==> config.mk <==
export PLATFORM = sky130hd
export DESIGN_NAME = llsc_monitor
export DESIGN_NICKNAME = d
export VERILOG_FILES = /design/src/rtl/llsc_pkg.sv /design/src/rtl/llsc_resv.sv /design/src/rtl/llsc_fail_ctr.sv /design/src/rtl/llsc_judge.sv /design/src/rtl/llsc_monitor.sv
export SDC_FILE = /design/constraint.sdc
export NUM_CORES = 1
export LEC_CHECK = 0
export BUFFER_PORTS_ARGS = -buffer_cell sky130_fd_sc_hd__clkbuf_2
export CORE_MARGIN = 2
export CORE_UTILIZATION = 50
export CTS_CLUSTER_DIAMETER = 50
export DETAILED_ROUTE_END_ITERATION = 16
export MAX_ROUTING_LAYER = met4
export PLACE_DENSITY_LB_ADDON = 0.1
export SYNTH_ARGS = -nofsm -noshare
export SYNTH_HDL_FRONTEND = slang
export SYNTH_SLANG_ARGS = --single-unit
export TNS_END_PERCENT = 20
==> constraint.sdc <==
create_clock -name clk -period 4.5 [get_ports clk]
set_input_delay 0.225 -clock clk [delete_from_list [all_inputs] [get_ports clk]]
set_output_delay 0.225 -clock clk [all_outputs]
set_load 0.02 [all_outputs]
==> src/rtl/llsc_pkg.sv <==
package llsc_pkg;
  typedef enum logic [1:0] {
    SC_FAIL   = 2'd0,
    SC_PASS   = 2'd1,
    SC_BYPASS = 2'd2
  } sc_code_e;
endpackage

==> src/rtl/llsc_resv.sv <==
module llsc_resv #(
  parameter int ADDR_W    = 32,
  parameter int GRAN_BITS = 4
) (
  input  logic              clk,
  input  logic              rst_n,
  input  logic              ll_valid,
  input  logic [ADDR_W-1:0] ll_addr,
  input  logic              snoop_valid,
  input  logic [ADDR_W-1:0] snoop_addr,
  input  logic [ADDR_W-1:0] line_mask,
  input  logic              sc_consume,
  output logic              resv_live,
  output logic [ADDR_W-1:0] resv_addr
);
  localparam logic [ADDR_W-1:0] GRAN_MASK = ~((ADDR_W'(1) << GRAN_BITS) - ADDR_W'(1));

  logic              flag_q, flag_d;
  logic [ADDR_W-1:0] addr_q, addr_d;
  logic              addr_en;
  logic              snoop_hit;

  always_comb begin
    snoop_hit = snoop_valid && flag_q &&
                ((addr_q & line_mask) == (snoop_addr & line_mask));
    addr_en   = ll_valid;
    addr_d    = ll_addr & GRAN_MASK;
    if (ll_valid)        flag_d = 1'b1;
    else if (sc_consume) flag_d = 1'b0;
    else if (snoop_hit)  flag_d = 1'b0;
    else                 flag_d = flag_q;
  end

  always_ff @(posedge clk or negedge rst_n) begin
    if (!rst_n) begin
      flag_q <= 1'b0;
      addr_q <= '0;
    end else begin
      flag_q <= flag_d;
      if (addr_en) addr_q <= addr_d;
    end
  end

  assign resv_live = flag_q && !snoop_hit;
  assign resv_addr = addr_q;

  p_ll_arms_r2: assert property (@(posedge clk) disable iff (!rst_n)
    ll_valid |=> flag_q && (addr_q[GRAN_BITS-1:0] == '0) &&
                 (addr_q[ADDR_W-1:GRAN_BITS] == $past(ll_addr[ADDR_W-1:GRAN_BITS])));
  p_snoop_kill_r7: assert property (@(posedge clk) disable iff (!rst_n)
    (snoop_hit && !ll_valid) |=> !flag_q);
  p_ll_wins_r8: assert property (@(posedge clk) disable iff (!rst_n)
    (ll_valid && snoop_valid) |=> flag_q);
endmodule

==> src/rtl/llsc_fail_ctr.sv <==
module llsc_fail_ctr #(
  parameter int WARN_PERIOD = 100000
) (
  input  logic clk,
  input  logic rst_n,
  input  logic fail_ev,
  input  logic pass_ev,
  output logic warn_ev
);
  localparam int CNT_W = (WARN_PERIOD > 1) ? $clog2(WARN_PERIOD) : 1;
  localparam logic [CNT_W-1:0] LAST = CNT_W'(WARN_PERIOD - 1);

  logic [CNT_W-1:0] cnt_q, cnt_d;
  logic             cnt_en;

  always_comb begin
    warn_ev = fail_ev && (cnt_q == LAST);
    cnt_en  = fail_ev || pass_ev;
    if (pass_ev)      cnt_d = '0;
    else if (warn_ev) cnt_d = '0;
    else              cnt_d = cnt_q + CNT_W'(1);
  end

  always_ff @(posedge clk or negedge rst_n) begin
    if (!rst_n)      cnt_q <= '0;
    else if (cnt_en) cnt_q <= cnt_d;
  end

  p_cnt_bound_r10: assert property (@(posedge clk) disable iff (!rst_n)
    cnt_q <= LAST);
  p_pass_resets_r10: assert property (@(posedge clk) disable iff (!rst_n)
    pass_ev |=> cnt_q == '0);
  p_excl_ev_r10: assert property (@(posedge clk) disable iff (!rst_n)
    !(fail_ev && pass_ev));
endmodule

==> src/rtl/llsc_judge.sv <==
module llsc_judge
  import llsc_pkg::*;
#(
  parameter int ADDR_W    = 32,
  parameter int GRAN_BITS = 4
) (
  input  logic              sc_valid,
  input  logic [ADDR_W-1:0] sc_addr,
  input  logic              sc_uncached,
  input  logic              resv_live,
  input  logic [ADDR_W-1:0] resv_addr,
  output logic              issue,
  output sc_code_e          code,
  output logic              fail_ev,
  output logic              pass_ev,
  output logic              consume
);
  logic gran_match;

  always_comb begin
    gran_match = sc_addr[ADDR_W-1:GRAN_BITS] == resv_addr[ADDR_W-1:GRAN_BITS];
    consume    = sc_valid && !sc_uncached;
    pass_ev    = consume && resv_live && gran_match;
    fail_ev    = consume && !pass_ev;
    if (sc_valid && sc_uncached) begin
      issue = 1'b1;
      code  = SC_BYPASS;
    end else if (pass_ev) begin
      issue = 1'b1;
      code  = SC_PASS;
    end else begin
      issue = 1'b0;
      code  = SC_FAIL;
    end
  end

  a_judge_r3: assert final (!(fail_ev && issue));
endmodule

==> src/rtl/llsc_monitor.sv <==
module llsc_monitor
  import llsc_pkg::*;
#(
  parameter int ADDR_W      = 32,
  parameter int GRAN_BITS   = 4,
  parameter int WARN_PERIOD = 100000
) (
  input  logic              clk,
  input  logic              rst_n,
  input  logic              ll_valid,
  input  logic [ADDR_W-1:0] ll_addr,
  input  logic              snoop_valid,
  input  logic [ADDR_W-1:0] snoop_addr,
  input  logic [ADDR_W-1:0] line_mask,
  input  logic              sc_valid,
  input  logic [ADDR_W-1:0] sc_addr,
  input  logic              sc_uncached,
  input  logic              clrex,
  output logic              dec_valid,
  output logic              dec_issue,
  output logic [1:0]        dec_code,
  output logic              livelock_warn,
  output logic              wakeup
);
  logic              resv_live;
  logic [ADDR_W-1:0] resv_addr;
  logic              issue, fail_ev, pass_ev, consume, warn_ev;
  sc_code_e          code;

  logic       valid_d, issue_d, warn_d, wake_d;
  logic [1:0] code_d;

  llsc_resv #(.ADDR_W(ADDR_W), .GRAN_BITS(GRAN_BITS)) u_resv (
    .clk(clk), .rst_n(rst_n),
    .ll_valid(ll_valid), .ll_addr(ll_addr),
    .snoop_valid(snoop_valid), .snoop_addr(snoop_addr), .line_mask(line_mask),
    .sc_consume(consume),
    .resv_live(resv_live), .resv_addr(resv_addr)
  );

  llsc_judge #(.ADDR_W(ADDR_W), .GRAN_BITS(GRAN_BITS)) u_judge (
    .sc_valid(sc_valid), .sc_addr(sc_addr), .sc_uncached(sc_uncached),
    .resv_live(resv_live), .resv_addr(resv_addr),
    .issue(issue), .code(code),
    .fail_ev(fail_ev), .pass_ev(pass_ev), .consume(consume)
  );

  llsc_fail_ctr #(.WARN_PERIOD(WARN_PERIOD)) u_fail (
    .clk(clk), .rst_n(rst_n),
    .fail_ev(fail_ev), .pass_ev(pass_ev),
    .warn_ev(warn_ev)
  );

  always_comb begin
    valid_d = sc_valid;
    issue_d = sc_valid && issue;
    code_d  = sc_valid ? code : SC_FAIL;
    warn_d  = warn_ev;
    wake_d  = clrex;
  end

  always_ff @(posedge clk or negedge rst_n) begin
    if (!rst_n) begin
      dec_valid     <= 1'b0;
      dec_issue     <= 1'b0;
      dec_code      <= SC_FAIL;
      livelock_warn <= 1'b0;
      wakeup        <= 1'b0;
    end else begin
      dec_valid     <= valid_d;
      dec_issue     <= issue_d;
      dec_code      <= code_d;
      livelock_warn <= warn_d;
      wakeup        <= wake_d;
    end
  end

  p_strobe_r12: assert property (@(posedge clk) disable iff (!rst_n)
    sc_valid |=> dec_valid);
  p_idle_r12: assert property (@(posedge clk) disable iff (!rst_n)
    !sc_valid |=> !dec_valid && !dec_issue);
  p_fail_blocks_r3: assert property (@(posedge clk) disable iff (!rst_n)
    (dec_valid && dec_code == SC_FAIL) |-> !dec_issue);
  p_bypass_r6: assert property (@(posedge clk) disable iff (!rst_n)
    (sc_valid && sc_uncached) |=> dec_issue && dec_code == SC_BYPASS);
  p_warn_on_fail_r10: assert property (@(posedge clk) disable iff (!rst_n)
    livelock_warn |-> dec_valid && dec_code == SC_FAIL);
  p_wakeup_r11: assert property (@(posedge clk) disable iff (!rst_n)
    clrex |=> wakeup);
endmodule

# After elaboration in Yosys (flattened, before gate mapping)

Index checks and enable logic that the tools add are counted.

Latch bits: 0
Logic and storage cells: 39
Bits of input ports: 135
Memories: 0
Register bits after elaboration: 52
Output and inout bits: 6
ROM bits: 0
Memory bits (writable): 0

Divide/modulo/power cells: 0
Reductions and logical operators: 15
Bitwise operators: 2
Shifts and indexed selects: 0
Equality and inequality tests: 3
Mux-type cells: 10
Magnitude comparators: 0
Multiply operators: 0
Add/sub/neg operators: 1

Operator list:

| kind                                                            | number |
|---|---|
| 32-bit bitwise AND                                              | 2 |
| 17-bit two-way mux                                              | 2 |
| 32-bit equality test                                            | 1 |
| 28-bit equality test                                            | 1 |
| 17-bit by 1-bit adder with 17-bit output, second input constant | 1 |
| 17-bit equality test, second input constant                     | 1 |
| 1-bit logical AND                                               | 10 |
| 1-bit two-way mux                                               | 6 |
| 2-bit two-way mux                                               | 2 |
| 1-bit zero test                                                 | 3 |
| 3-bit nonzero test                                              | 1 |
| 1-bit logical OR                                                | 1 |

# Longest topological paths before layout

Gate-level depths: netlist (run 1).

Depth in word-level cells: 12
Gate-level depth with buffers: 8
Mapped depth without buffers: 8

# Hierarchy

From an unflattened synthesis (run 1), not the netlist that was laid out.

Cells, all modules: 265
Area, all modules: 2981.6 sq um

Modules (own cells, without submodules):

| module        | instances | sequential area each (sq um) | area each (sq um) | cells each |
|---|---|---|---|---|
| llsc_resv     | 1         | 725.7                        | 1526.5            | 117 |
| llsc_fail_ctr | 1         | 425.4                        | 920.9             | 95 |
| llsc_judge    | 1         | 0.0                          | 365.4             | 44 |
| llsc_monitor  | 1         | 150.1                        | 168.9             | 9 |

# Worst setup path before layout (run 1)

No wires, ideal clock.

Kind: register to register
Start point: register u_fail.cnt_q[14]
End point: register u_fail.cnt_q[9]
Required time: 4.376 ns
Path buffers: 1
Period minus slack after synthesis: 1.944 ns
Setup time: 0.124 ns
Arrival time: 1.820 ns
Setup slack: 2.556 ns
Cell stages (with the launch flop): 8
Path through: dfrtp_1 or4b_1 nor4_2 nand4_1 o21ai_2 buf_6 nor3b_1 a211o_1

Longest elaborated chain between the ends: 4

RTL lines:

| element                | RTL line            | text |
|---|---|---|
| start, declared        | llsc_fail_ctr.sv:13 | `logic [CNT_W-1:0] cnt_q, cnt_d;` |
| start signal, assigned | llsc_fail_ctr.sv:26 | `else if (cnt_en) cnt_q <= cnt_d;` |
| 17-bit equality test   | llsc_fail_ctr.sv:17 | `warn_ev = fail_ev && (cnt_q == LAST);` |
| 1-bit logical AND      | llsc_fail_ctr.sv:17 |  |
| 17-bit two-way mux     | llsc_fail_ctr.sv:20 | `else if (warn_ev) cnt_d = '0;` |
| 17-bit two-way mux     | llsc_fail_ctr.sv:19 | `if (pass_ev) cnt_d = '0;` |

Every way passes these cells.
A chain may end at the register's enable or synchronous reset.

# Worst setup path in the final report (run 1)

Start point: register u_resv.addr_q[15], in the netlist u_resv.resv_addr[15]
End point: register u_fail.cnt_q[9]

Longest elaborated chain between the ends: 12
Elaborated cells on any way between the ends: 14
Classes of those cells: eq/ne: 2; mux: 2; bitwise: 1; reduce/logical: 9

RTL lines:

| element                | RTL line            | text |
|---|---|---|
| start, declared        | llsc_resv.sv:19     | `logic [ADDR_W-1:0] addr_q, addr_d;` |
| start signal, assigned | llsc_resv.sv:40     | `if (addr_en) addr_q <= addr_d;` |
| 32-bit bitwise AND     | llsc_resv.sv:25     | `((addr_q & line_mask) == (snoop_addr & line_mask));` |
| 32-bit equality test   | llsc_resv.sv:25     |  |
| 1-bit logical AND      | llsc_resv.sv:24     | `snoop_hit = snoop_valid && flag_q &&` |
| 1-bit zero test        | llsc_resv.sv:44     | `assign resv_live = flag_q && !snoop_hit;` |
| 1-bit logical AND      | llsc_resv.sv:44     |  |
| 1-bit logical AND      | llsc_judge.sv:23    | `pass_ev = consume && resv_live && gran_match;` |
| 1-bit logical AND (*)  | llsc_judge.sv:23    |  |
| 1-bit zero test        | llsc_judge.sv:24    | `fail_ev = consume && !pass_ev;` |
| 1-bit logical AND      | llsc_judge.sv:24    |  |
| 1-bit logical AND      | llsc_fail_ctr.sv:17 |  |
| 17-bit two-way mux     | llsc_fail_ctr.sv:20 |  |
| 17-bit two-way mux     | llsc_fail_ctr.sv:19 |  |

Mark *: on every way between the ends. The rest lies on a longest branch, timed or not.

==> results.txt, run 1 <==
For the via count of the first global-routing pass, the log shows 2704. The final route contains 2570 vias. Max-cap violations in this run came to 0. The tools report the cell count after synthesis as 273. For the total congestion overflow after global routing, the log shows 0.

For the final hold violation count, the log shows 0. The count of buffers added on input and output ports is 132. The count of unresolved DRC violations after routing came out at 0. For the number of buffers inserted by hold repair at cts, the log shows 0. Global routing used 25.3% of the available tracks across all layers. The cell family contributing the most delay on the critical path is compound AO/OA/AOI/OAI gates.

After clock tree synthesis, the clock-pin slew on the worst setup and hold paths is 90 ps. 0 antenna diodes ended up in the layout. The pre-CTS setup slack was 2180 ps. The via count normalized by instance count was 5.35.

In this run the worst path has a maximum fanout of 13. The share of the cycle needed by the critical path after routing is 52.2%. The run gives 5 as the number of CTS-inserted buffers.

Yosys attributes the largest share of cell area to sky130_fd_sc_hd__dfrtp_1, sky130_fd_sc_hd__mux2_2, sky130_fd_sc_hd__xnor2_1, sky130_fd_sc_hd__xor2_1, sky130_fd_sc_hd__a22oi_1. For flop-to-flop paths, the worst setup slack is 2150 ps. At the worst endpoint, the arrival time is 2550 ps.

The critical path contains buffers and inverters numbering 0 combined. Among all stages on the critical path, the largest delay is contributed by sky130_fd_sc_hd__o21ai_2. The average routed wire per standard cell works out to 15.3 um.

The cell area after synthesis was 0.00299 mm^2. Measured against its own limit, the worst slew margin works out to 34.2%. Based on the critical path, the design can be clocked at up to 0.426 GHz. During I/O placement, the number of pins put on the boundary was 141.

Maximum cell stage delay along the critical path: 470 ps. The root buffer selected by CTS was sky130_fd_sc_hd__clkbuf_8. The post-layout worst setup margin is 2150 ps, and the number of warnings reported in the yosys synthesis log is 0. The tools report the maximum clock path buffer count as 2. Measured along the x axis, the die boundary spans 81.4 um.

For this run, the detailed router's first-pass iteration total came to 4. At the end of the flow, the number of nets in the layout was 541. The worst vdd rail ir drop is 0.148 mV, and the wire length the detailed router placed on met1 is 3140 um.

Buffers added to address setup during post-CTS repair amount to 0. The routed wire length was 7360 um. Initial antenna violation count: 0. Counting distinct cell types in the post-synthesis netlist gives 42. The tools report the post-layout utilization of the core as 64.8%. The run finished with clean final reports. The category of the most critical setup path was register to register.

For the wire length on met3, the log shows 451 um. Counting every net in the synthesized netlist gives 409. The analysis attributes to cell leakage a power of 1.86 nW.

The first global-routing pass estimated 12400 um of wire. Subtracting the final worst setup slack from the clock period gives 2350 ps. In the final timing run, aggregate negative setup slack is 0 ps. The detail route stage leaves a number of antenna-violating nets equal to 0.

The biggest area contributor in the post-synthesis netlist is sky130_fd_sc_hd__dfrtp_1. The die covers 0.00662 mm^2. The worst setup path is captured at a register. Number of pins exceeding their max-slew limit in the final report: 0.

Setup repair after global routing left no endpoint under its margin. The actual slew at the worst max-slew pin was 988 ps; the post-synthesis register bit count was 52. The power density of the placed cells is 288 mW/mm^2, and the critical path required time is 4700 ps. The die is 81.4 um tall.

Across the routed clock network, the largest skew measured is 3.47 ps. Highest routed metal layer: met4. The detailed router finished its first iteration with 120 violations. The post-route netlist has 43.0% of its cells at a drive strength greater than 1.

The launching element of the worst setup path was u_resv.resv_addr[15]. Post-route worst hold slack: 18.7 ps. The congestion estimate from routability-driven global placement came to 0.781.

TritonCTS built the clock tree. The count of final setup violators is 0. For the sequential area share after synthesis, the log shows 43.5%. The HPWL after detailed placement was 5880 um; the synthesis-to-layout area growth was 26.7%. The mean area per synthesized cell was 11.0 um^2.

The area share of the largest cell type after synthesis was 43.5%; the total of cells resized after clock tree synthesis was 0. The later pin in the worst-skew pair is clocked with a latency of 300 ps. The clock tree synthesis step divided the H-tree into 2 levels.

The total area inside the core boundary comes to 0.00585 mm^2. Summed over all nets, wire length on met2 after detailed routing comes to 3660 um. The worst hold path belongs to the class input port to async pin. The number of core rows is 28, and the maximum number of pins on one net before global-route repair is 53. Traced cell by cell, the critical path runs through xnor2_1, nand4_1, nor4_1, nand3_1, o21ai_2, nor4b_1, a211o_1.

For this design, the sink count on the clock tree is 52. STA classifies the critical path startpoint as a register. The initial utilization of the core area, before any placement, comes to 51.1%.

The worst register-to-register path begins at u_resv.resv_addr[15].
sequential cells by signal (all words and copies together) (netlist names):
name,cells
livelock_warn,1
dec_code,2
dec_issue,1
dec_valid,1
u_resv.flag_q,1
wakeup,1
u_fail.cnt_q,17
u_resv.resv_addr,28
report_power, final:
group          internal, mW  switching, mW  total [mW]  leakage (nW)
clock network         0.106          0.155       0.261        0.0400
registers             0.514         0.0544       0.569         0.630
logic                 0.146          0.116       0.262          1.19
metrics by stage:
| step | power, mW | instances | instance area (um^2) |
|---|---|---|---|
| 2_1_floorplan | 0.729 | 273 | 2990 |
| 3_3_place_gp | 0.833 | 473 | 3710 |
| 3_5_place_dp | 0.843 | 473 | 3710 |
| 4_1_cts | 1.10 | 480 | 3790 |
| 5_1_grt | 1.16 | 480 | 3790 |
| 6_report | 1.09 | 480 | 3790 |
synthesized netlist by cell type:
master	instances
sky130_fd_sc_hd__a21o_1	8
sky130_fd_sc_hd__and3_1	6
sky130_fd_sc_hd__o21bai_1	1
sky130_fd_sc_hd__nor2_2	1
sky130_fd_sc_hd__or3_1	4
sky130_fd_sc_hd__buf_1	2
sky130_fd_sc_hd__o21ai_2	1
sky130_fd_sc_hd__or4_1	1
sky130_fd_sc_hd__inv_1	2
sky130_fd_sc_hd__xnor2_1	28
sky130_fd_sc_hd__mux2i_1	2
sky130_fd_sc_hd__a211o_1	2
sky130_fd_sc_hd__o21ai_0	7
sky130_fd_sc_hd__nor2_1	7
sky130_fd_sc_hd__and2b_1	1
sky130_fd_sc_hd__or4b_1	1
sky130_fd_sc_hd__clkbuf_1	4
sky130_fd_sc_hd__nand2_1	16
sky130_fd_sc_hd__and2_1	2
sky130_fd_sc_hd__a22o_1	4
sky130_fd_sc_hd__nor2b_1	2
sky130_fd_sc_hd__o21a_1	1
sky130_fd_sc_hd__o21ai_1	1
sky130_fd_sc_hd__a22oi_1	14
sky130_fd_sc_hd__nand4_1	11
sky130_fd_sc_hd__nor4_4	1
sky130_fd_sc_hd__a221oi_2	1
sky130_fd_sc_hd__a21oi_1	5
sky130_fd_sc_hd__o31ai_1	1
sky130_fd_sc_hd__ha_1	1
sky130_fd_sc_hd__xor2_1	28
sky130_fd_sc_hd__mux2_2	28
sky130_fd_sc_hd__nand2b_1	2
sky130_fd_sc_hd__nand3_1	6
sky130_fd_sc_hd__a221o_1	1
sky130_fd_sc_hd__buf_6	2
sky130_fd_sc_hd__nor4_1	4
sky130_fd_sc_hd__nor4_2	2
sky130_fd_sc_hd__nor3b_1	3
sky130_fd_sc_hd__nor3_1	3
sky130_fd_sc_hd__dfrtp_1	52
sky130_fd_sc_hd__nor4b_1	4
cells by family (layout without fill, tap and decap cells):
logic type,Yosys count,after routing,synth area share [%]
adder cells (fa/ha/maj),1,1,0.418
flip-flops,52,52,43.5
AND/OR/NAND/NOR,77,77,15.4
multiplexers,30,30,11.2
buffers and inverters,10,142,1.76
XOR/XNOR,56,56,16.4
AO/OA/AOI/OAI,47,47,11.3
layout by cell type, fill, tap and decap left out, drive strengths merged, types with 9 or more instances in the layout:
| cell type | n |
|---|---|
| xnor2 | 28 |
| clkbuf | 137 |
| mux2 | 28 |
| nand2 | 16 |
| a22oi | 14 |
| nand4 | 11 |
| dfrtp | 52 |
| xor2 | 28 |
| o21ai | 9 |
metal layers:
metal,track usage [%],vias up
li1,-,1255
met1,31.5,1204
met2,42.6,100
met3,4.00,11
met4,7.29,0
met5,-,-
final timing paths:
kind / endpoint / cells after the start
worst max-delay path: u_fail.cnt_q[9] / 7
worst min-delay path: wakeup / 2
worst max register to register: u_fail.cnt_q[9] / 7
worst min register to register: u_resv.flag_q / 2
max in group asynchronous: u_resv.resv_addr[9] / 2
min in group clk: wakeup / 1
layout make-up:
type / count / area, um^2
clock buffers: 5 / 68.8
clock inverters: 2 / 12.5
fillers: 504 / 2060
inverters: 2 / 7.51
multi-input cells: 211 / 1640
flip-flops and latches: 52 / 1300
well taps: 75 / 93.8
repair buffers: 133 / 668
Note: power is estimated with default switching activity, not from simulation.
==> inputs of run 2 (changes only) <==
Settings changed: CORE_UTILIZATION 50 to 47.
Clock period 4.5 ns to 2.2 ns, I/O delays scaled along.
==> run 2 against run 1 <==
Effect of this change:
- final area grew 7.2%
- critical endpoint is now u_fail.cnt_q[14]
- register-to-register slack worse by 2100 ps
- clock skew rose by 9.1 ps
- sequential share of layout area decreased by 2.3 points
- wire length is 7.0% higher
- highest routed layer unchanged
- setup slack worse by 2100 ps
- die area grew 6.1%
==> results.txt, run 2 (same netlist as run 1, synthesis figures left out) <==
After filler insertion, the fill cell instance count of the layout stands at 542. The maximum fanout encountered on the critical timing path was 5; the relative slew slack was 47.6%. The highest routed metal layer is met4. The logs give 0 for the count of unresolved DRC violations after routing and 141 for the number of top-level design ports.

From bottom edge to top edge, the die measures 83.8 um. The total overflow left after global routing is 0. The largest single stage delay on the critical path is 440 ps. The placement-stage cell area is 0.00380 mm^2, and the power density of the placed cells is 597 mW/mm^2. The number of pins exceeding their max-slew limit in the final report is 0, and the number of core rows is 29. Relative to the synthesized area, the layout overhead comes to 35.8%. The slowest stage of the critical path belongs to the cell sky130_fd_sc_hd__dfrtp_1.

The met2 wirelength from detailed routing was 3950 um; the overall track demand over capacity in global routing was 23.7%. The root buffer selected by CTS is sky130_fd_sc_hd__clkbuf_8. After detailed routing, the number of vias per cell comes to 5.35. The register with the most flip-flops in the layout has 28 of them.

After clock tree synthesis, the clock-pin slew on the worst setup and hold paths is 100 ps. The worst path in the final design needs a cycle of 2140 ps, including I/O delays and setup. Type of origin of the critical path: a register. TritonCTS built the clock tree. At the pin with the least slew margin, the transition time is 787 ps. 0 antenna diodes ended up in the layout. The routed wire length was 7880 um. TritonCTS created 5 clock buffers. For this configuration, the core starts out at a cell density of 47.9%.

The count of port buffers added during placement is 132, and the TritonCTS sink count is 52. The die width works out to 83.8 um. Of the available clock period, the critical path in the final layout requires 97.2%.

The HPWL after detailed placement was 6220 um; the first-pass GRT wire length was 12700 um. The run gives 12.6 ps as the post-route clock skew. After detailed routing, the average wire length per cell comes to 15.7 um. The congestion estimate from routability-driven global placement came to 0.853. In the layout the commonest cells are sky130_fd_sc_hd__clkbuf_2, sky130_fd_sc_hd__dfrtp_1, sky130_fd_sc_hd__xor2_1, sky130_fd_sc_hd__mux2_2, sky130_fd_sc_hd__xnor2_1. Entering global routing, the biggest net connects 53 pins. The final route contains 2692 vias. The first detailed-routing pass took 4 iterations. In this run, placement finished with an instance count of 487. The path category of the worst min-delay check was input port to register.

The placeable core region was 0.00624 mm^2. The cell family contributing the most delay on the critical path is simple AND/OR/NAND/NOR gates. The logs give 561 for the final-stage net count and 0.468 GHz for the highest achievable clock rate.

The antenna violation net count after detailed routing is 0, and the critical path required time is 2400 ps. Most common cell after layout, fill and taps aside: sky130_fd_sc_hd__clkbuf_2. The final total power was 2.43 mW.

The tools report the worst vdd rail ir drop as 0.367 mV. The non-filler instance count after layout is 503. The critical path goes through xnor2_1, nand4_1, nor4_2, nand3_2, o21ai_4, buf_4, nor3b_2, a211o_1. The clock reaches the later pin of the worst-skew pair after 310 ps.

Cells fill 65.1% of the core in the end. The violation count after the first detailed-route iteration was 82. The die covers 0.00702 mm^2. The flow ran to the end, and the final reports show no timing, DRC or antenna violations. No sink is reached through more buffers than the 2 on the longest clock path. The final hold violation count came out at 0. For the wire length on met3, the log shows 491 um. The critical path buffer and inverter count works out to 1.

Share of cells above drive strength 1: 47.9%. Max-cap violations in this run came to 0. On the final layout, the worst hold slack is 19.5 ps. STA puts the critical path data arrival time at 2340 ps. With fillers left out, the area of the finished cells amounts to 0.00406 mm^2. In the final routing, the length of wire on met1 measures 3270 um.

The initial antenna violation count is 0. The worst setup path is of the register to register kind. Count of final setup violators: 0. The via count of the first global-routing pass came out at 2788. Setup repair after global routing could not meet its margin everywhere. The sort of element at the end of the critical path is a register. The H-tree generated during clock tree synthesis spans 2 levels.

In this run the static leakage power is 2.01 nW.
## run 2: final timing paths
check / startpoint / end / slack [ps] / cells after the start
worst min register to register: u_fail.cnt_q[1] / u_fail.cnt_q[1] / 530 / 2
worst min-delay path: ll_addr[19] / u_resv.resv_addr[19] / 20 / 2
worst max register to register: u_resv.resv_addr[12] / u_fail.cnt_q[14] / 60 / 8
min in group asynchronous: rst_n / u_resv.resv_addr[20] / 440 / 3
worst max-delay path: u_resv.resv_addr[12] / u_fail.cnt_q[14] / 60 / 8
max in group asynchronous: rst_n / u_resv.resv_addr[30] / 1290 / 3
## run 2: worst reg2reg max path, cell delays in order, from the launching register on
cell and delay [ps]:
sky130_fd_sc_hd__dfrtp_1 440, sky130_fd_sc_hd__xnor2_1 170, sky130_fd_sc_hd__nand4_1 170, sky130_fd_sc_hd__nor4_2 350
sky130_fd_sc_hd__nand3_2 180, sky130_fd_sc_hd__o21ai_4 250, sky130_fd_sc_hd__buf_4 170, sky130_fd_sc_hd__nor3b_2 40
sky130_fd_sc_hd__a211o_1 260
## run 2: cell type report
type,instances,area (um^2),share of cell area [%]
Clock buffer,5,68.8,1.69
Clock inverter,3,42.5,1.05
Inverter,2,7.51,0.185
Multi-Input combinational cell,211,1720,42.4
Sequential cell,52,1300,32.0
Tap cell,77,96.3,2.37
Timing Repair Buffer,153,826,20.3
## run 2: routing by layer
metal / track usage (%) / vias up
li1: - / 1290
met2: 40.4 / 109
met4: 8.65 / 0
met1: 28.0 / 1278
met3: 4.55 / 15
met5: - / -
## run 2: per-stage QoR
step	setup TNS (ps)	setup slack (ps)
floorplan	0	256
global placement	0	12.2
detailed placement	-37.6	-20.3
CTS	0	13.2
global route	-260	-67.1
finish	0	62.1
## run 2: what timing repair did
action | CTS | global route
setup buffers | 0 | 5
cloned | 0 | 0
pin swaps | 0 | 10
hold endpoints to repair | 54 | 0
gates resized for setup | 2 | 13
hold buffers | 3 | 0
setup endpoints to repair | 3 | 19
## run 2: power breakdown
part / leakage (nW) / switching [mW] / total, mW / internal, mW
registers: 0.630 / 0.100 / 1.15 / 1.05
clock network: 0.0541 / 0.339 / 0.676 / 0.337
logic: 1.32 / 0.266 / 0.600 / 0.334
total: 2.01 / 0.705 / 2.43 / 1.72
==> inputs of run 3 (changes only) <==
Settings changed: PLACE_DENSITY_LB_ADDON 0.1 to 0.05.
==> run 3 against run 2 <==
Effect of this change:
- combinational power rose by 5.7%
- fmax is 1.4% higher
- global-route usage is 1.1 points lower
- die area is the same
- core utilization rose by 2.6 points
- setup slack better by 29 ps
- clock-buffer cell count unchanged
- final area is 4.0% higher
- wire length shrank 0.32%
- via count up 1.1%
- critical path type unchanged
- critical endpoint is now dec_issue
==> results.txt, run 3 (same netlist as run 1, synthesis figures left out) <==
Across all register-to-register paths, the minimum setup slack is 90 ps. The total overflow left after global routing is 0. Leaving out filler cells and counting taps, the final layout contains 519. The tools report the count of final setup violators as 0. In this run switching power makes up 28.6% of total power.

The flow ran to the end, and the final reports show no timing, DRC or antenna violations. The run gives 7860 um as the routed wire length. The endpoint identified for the worst register-to-register timing path is dec_issue.

The placer congestion estimate came out at 0.787. The first global-routing pass estimated 12200 um of wire. The tools report the area taken by flip-flops and latches as 0.00130 mm^2. The worst setup path is captured at a register.

Share of total power in combinational logic: 25.9%. The number of pins exceeding their max-slew limit in the final report is 0. For the maximum number of pins on one net before global-route repair, the log shows 53. The library cell used most frequently in the layout, excluding fill and tap cells, is sky130_fd_sc_hd__clkbuf_2. The final hold violation count is 0. In this run the power density over the cells is 579 mW/mm^2. Area of the die: 0.00702 mm^2. The initial antenna violation count is 0. In the routed layout, each cell is associated on average with a via count of 5.24. Overall track demand over capacity in global routing: 22.6%. Summing all multi-input logic gate instances after layout gives 0.00175 mm^2. The library cells used most frequently in the layout, excluding fill and tap cells, are sky130_fd_sc_hd__clkbuf_2, sky130_fd_sc_hd__dfrtp_1, sky130_fd_sc_hd__buf_4. The register with the most flip-flops in the layout has 28 of them. The run gives 6020 um as the HPWL after detailed placement.

The core region is 0.00624 mm^2. The worst pin sits at a relative slew slack of 49.1%. The arrival time at the worst endpoint was 2310 ps; the post-layout worst setup margin was 91.0 ps. The internal portion of the total power is 1.75 mW.

In this run the most used layer during global routing was met2. The max capacitance violation total was 0; the actual slew at the worst max-slew pin was 764 ps. The tools report the final design area excluding fillers as 0.00423 mm^2. The critical path required time came out at 2410 ps.

For this run, global-route usage on met3 was measured as 5.44%. The worst-case IR drop observed on VDD is 0.362 mV. Final total power: 2.45 mW. Portion of total power attributed to the clock network: 27.2%. The pre-antenna-repair detailed-routing pass consisted of 4 iterations.

In the routed design, unresolved DRC markers number 0. The run gives 25.0% as the met1 track utilization from global routing. Measured in cells, the most critical reg-to-reg path has a length of 10.

The maximum fanout encountered on the critical timing path is 6, and the number of levels the H-tree was split into is 2. The antenna diode count was 0. Sequential cells burn 46.9% of the power. CTS placed an instance of sky130_fd_sc_hd__clkbuf_8 at the clock tree root. The shortest period the worst path allows is 2110 ps, and the source-to-sink clock delay at the later pin of the worst-skew pair is 310 ps. The die is 83.8 um wide. Dividing the detail-routed wire length by the instance count gives 15.1 um. Clock tree synthesis found a total of 52 sinks. The critical path in this run is classified as register to register. The number of cells after detailed placement was 494.

Setup repair after global routing could not meet its margin everywhere. The starting density of the core came out at 47.9%. Buffers placed on the I/O ports in this run total 132. In this run the core area contains 29 standard-cell rows.

Summed over all cells, the static leakage comes to 2.08 nW. TritonCTS built the clock tree. The count of cells along the worst hold path was 2. Summing all placed instances gives a cell area of 0.00385 mm^2. The via count of the first global-routing pass was 2729.

Once detail routing completed, the nets flagged for antenna violations numbered 0. The post-route netlist has 50.0% of its cells at a drive strength greater than 1. The run gives 501 as the filler cell count. Net switching power of the design: 0.698 mW. For the total number of vias, the log shows 2721.

The worst hold path terminates at u_resv.resv_addr[10]. Cells fill 67.7% of the core in the end. The pre-CTS setup slack is -27.5 ps. The synthesis-to-layout area growth came out at 41.2%. The net count of the finished layout is 577. In the global route stage, met2 resource usage came out at 39.6%. The worst setup path is launched from a register. Startpoint of the lowest-slack hold path: ll_addr[10].

TritonCTS created 5 clock buffers. Maximum clock path buffer count: 2. Based on the critical path, the design can be clocked at up to 0.474 GHz.

For this block, the initial DRC count from the detailed router was 66. The most critical setup path has its startpoint at u_resv.resv_addr[19]. The startpoint identified for the worst register-to-register timing path is u_resv.resv_addr[19]. The post-route clock skew is 5.93 ps, and the die height is 83.8 um. Clock-pin slew was measured on the worst setup and hold paths at 100 ps. The min-delay analysis places its worst path in the category input port to register.

After layout, the worst path uses 95.9% of the clock period. Number of top-level design ports: 141.
-- run 3: cell types whose count changed in the layout (fill, tap and decap cells not counted), moves of 2 or more --
cell / change
sky130_fd_sc_hd__buf_4: +11
sky130_fd_sc_hd__nor4b_4: +2
sky130_fd_sc_hd__buf_6: +4
sky130_fd_sc_hd__nor3b_1: +3
sky130_fd_sc_hd__nor3b_2: -3
-- run 3: power groups by stage --
stage / Clock [mW] / Combinational (mW) / Sequential [mW]
floorplan: 0 / 0.332 / 1.16
global placement: 0 / 0.591 / 1.16
detailed placement: 0 / 0.601 / 1.16
CTS: 0.685 / 0.609 / 1.15
global route: 0.716 / 0.707 / 1.16
finish: 0.664 / 0.634 / 1.15
-- run 3: layer usage --
layer  up-vias  wire (um)
met5         -          0
met4         0        171
met3        16        432
met2        80       4090
met1      1289       3170
li1       1336          -
-- run 3: worst max path at each step --
| stage | slack, ps | depth (start not counted) | to |
|---|---|---|---|
| 3_3_place_gp | 20 | 7 | u_fail.cnt_q[9] |
| 4_1_cts | -50 | 7 | u_fail.cnt_q[9] |
| 6_report | 90 | 10 | dec_issue |
| 2_1_floorplan | 260 | 7 | u_fail.cnt_q[9] |
| 5_1_grt | -90 | 8 | u_fail.cnt_q[10] |
| 3_5_place_dp | -30 | 7 | u_fail.cnt_q[9] |
-- run 3: area by class of cell --
cell class,count,share of cell area (%)
Tap cell,77,2.28
Inverter,2,0.178
Clock inverter,3,1.01
Sequential cell,52,30.8
Multi-Input combinational cell,212,41.5
Timing Repair Buffer,168,22.6
Clock buffer,5,1.63
-- run 3: through the flow --
step | hold WS, ps | setup TNS, ps
after floorplan | -186 | 0
after global placement | 220 | 0
after detailed placement | 228 | -76.6
after CTS | 16.8 | -148
after global routing | 9.82 | -559
final | 27.8 | 0
-- run 3: timing repair --
| item | CTS | global route |
|---|---|---|
| buffers inserted | 0 | 13 |
| pin swaps | 0 | 15 |
| setup endpoints to repair | 5 | 17 |
| hold endpoints to repair | 54 | 0 |
| gates cloned | 0 | 1 |
| resized for setup | 0 | 25 |
| hold buffers | 3 | 0 |
-- run 3: critical path, cell delays in order (launching register included) --
cell	delay (ps)
sky130_fd_sc_hd__dfrtp_1	400
sky130_fd_sc_hd__buf_4	150
sky130_fd_sc_hd__xor2_1	160
sky130_fd_sc_hd__a22oi_2	180
sky130_fd_sc_hd__nand4_1	210
sky130_fd_sc_hd__nor4_4	260
sky130_fd_sc_hd__buf_6	170
sky130_fd_sc_hd__nor2_4	60
sky130_fd_sc_hd__buf_6	140
sky130_fd_sc_hd__buf_4	130
sky130_fd_sc_hd__o21a_1	160
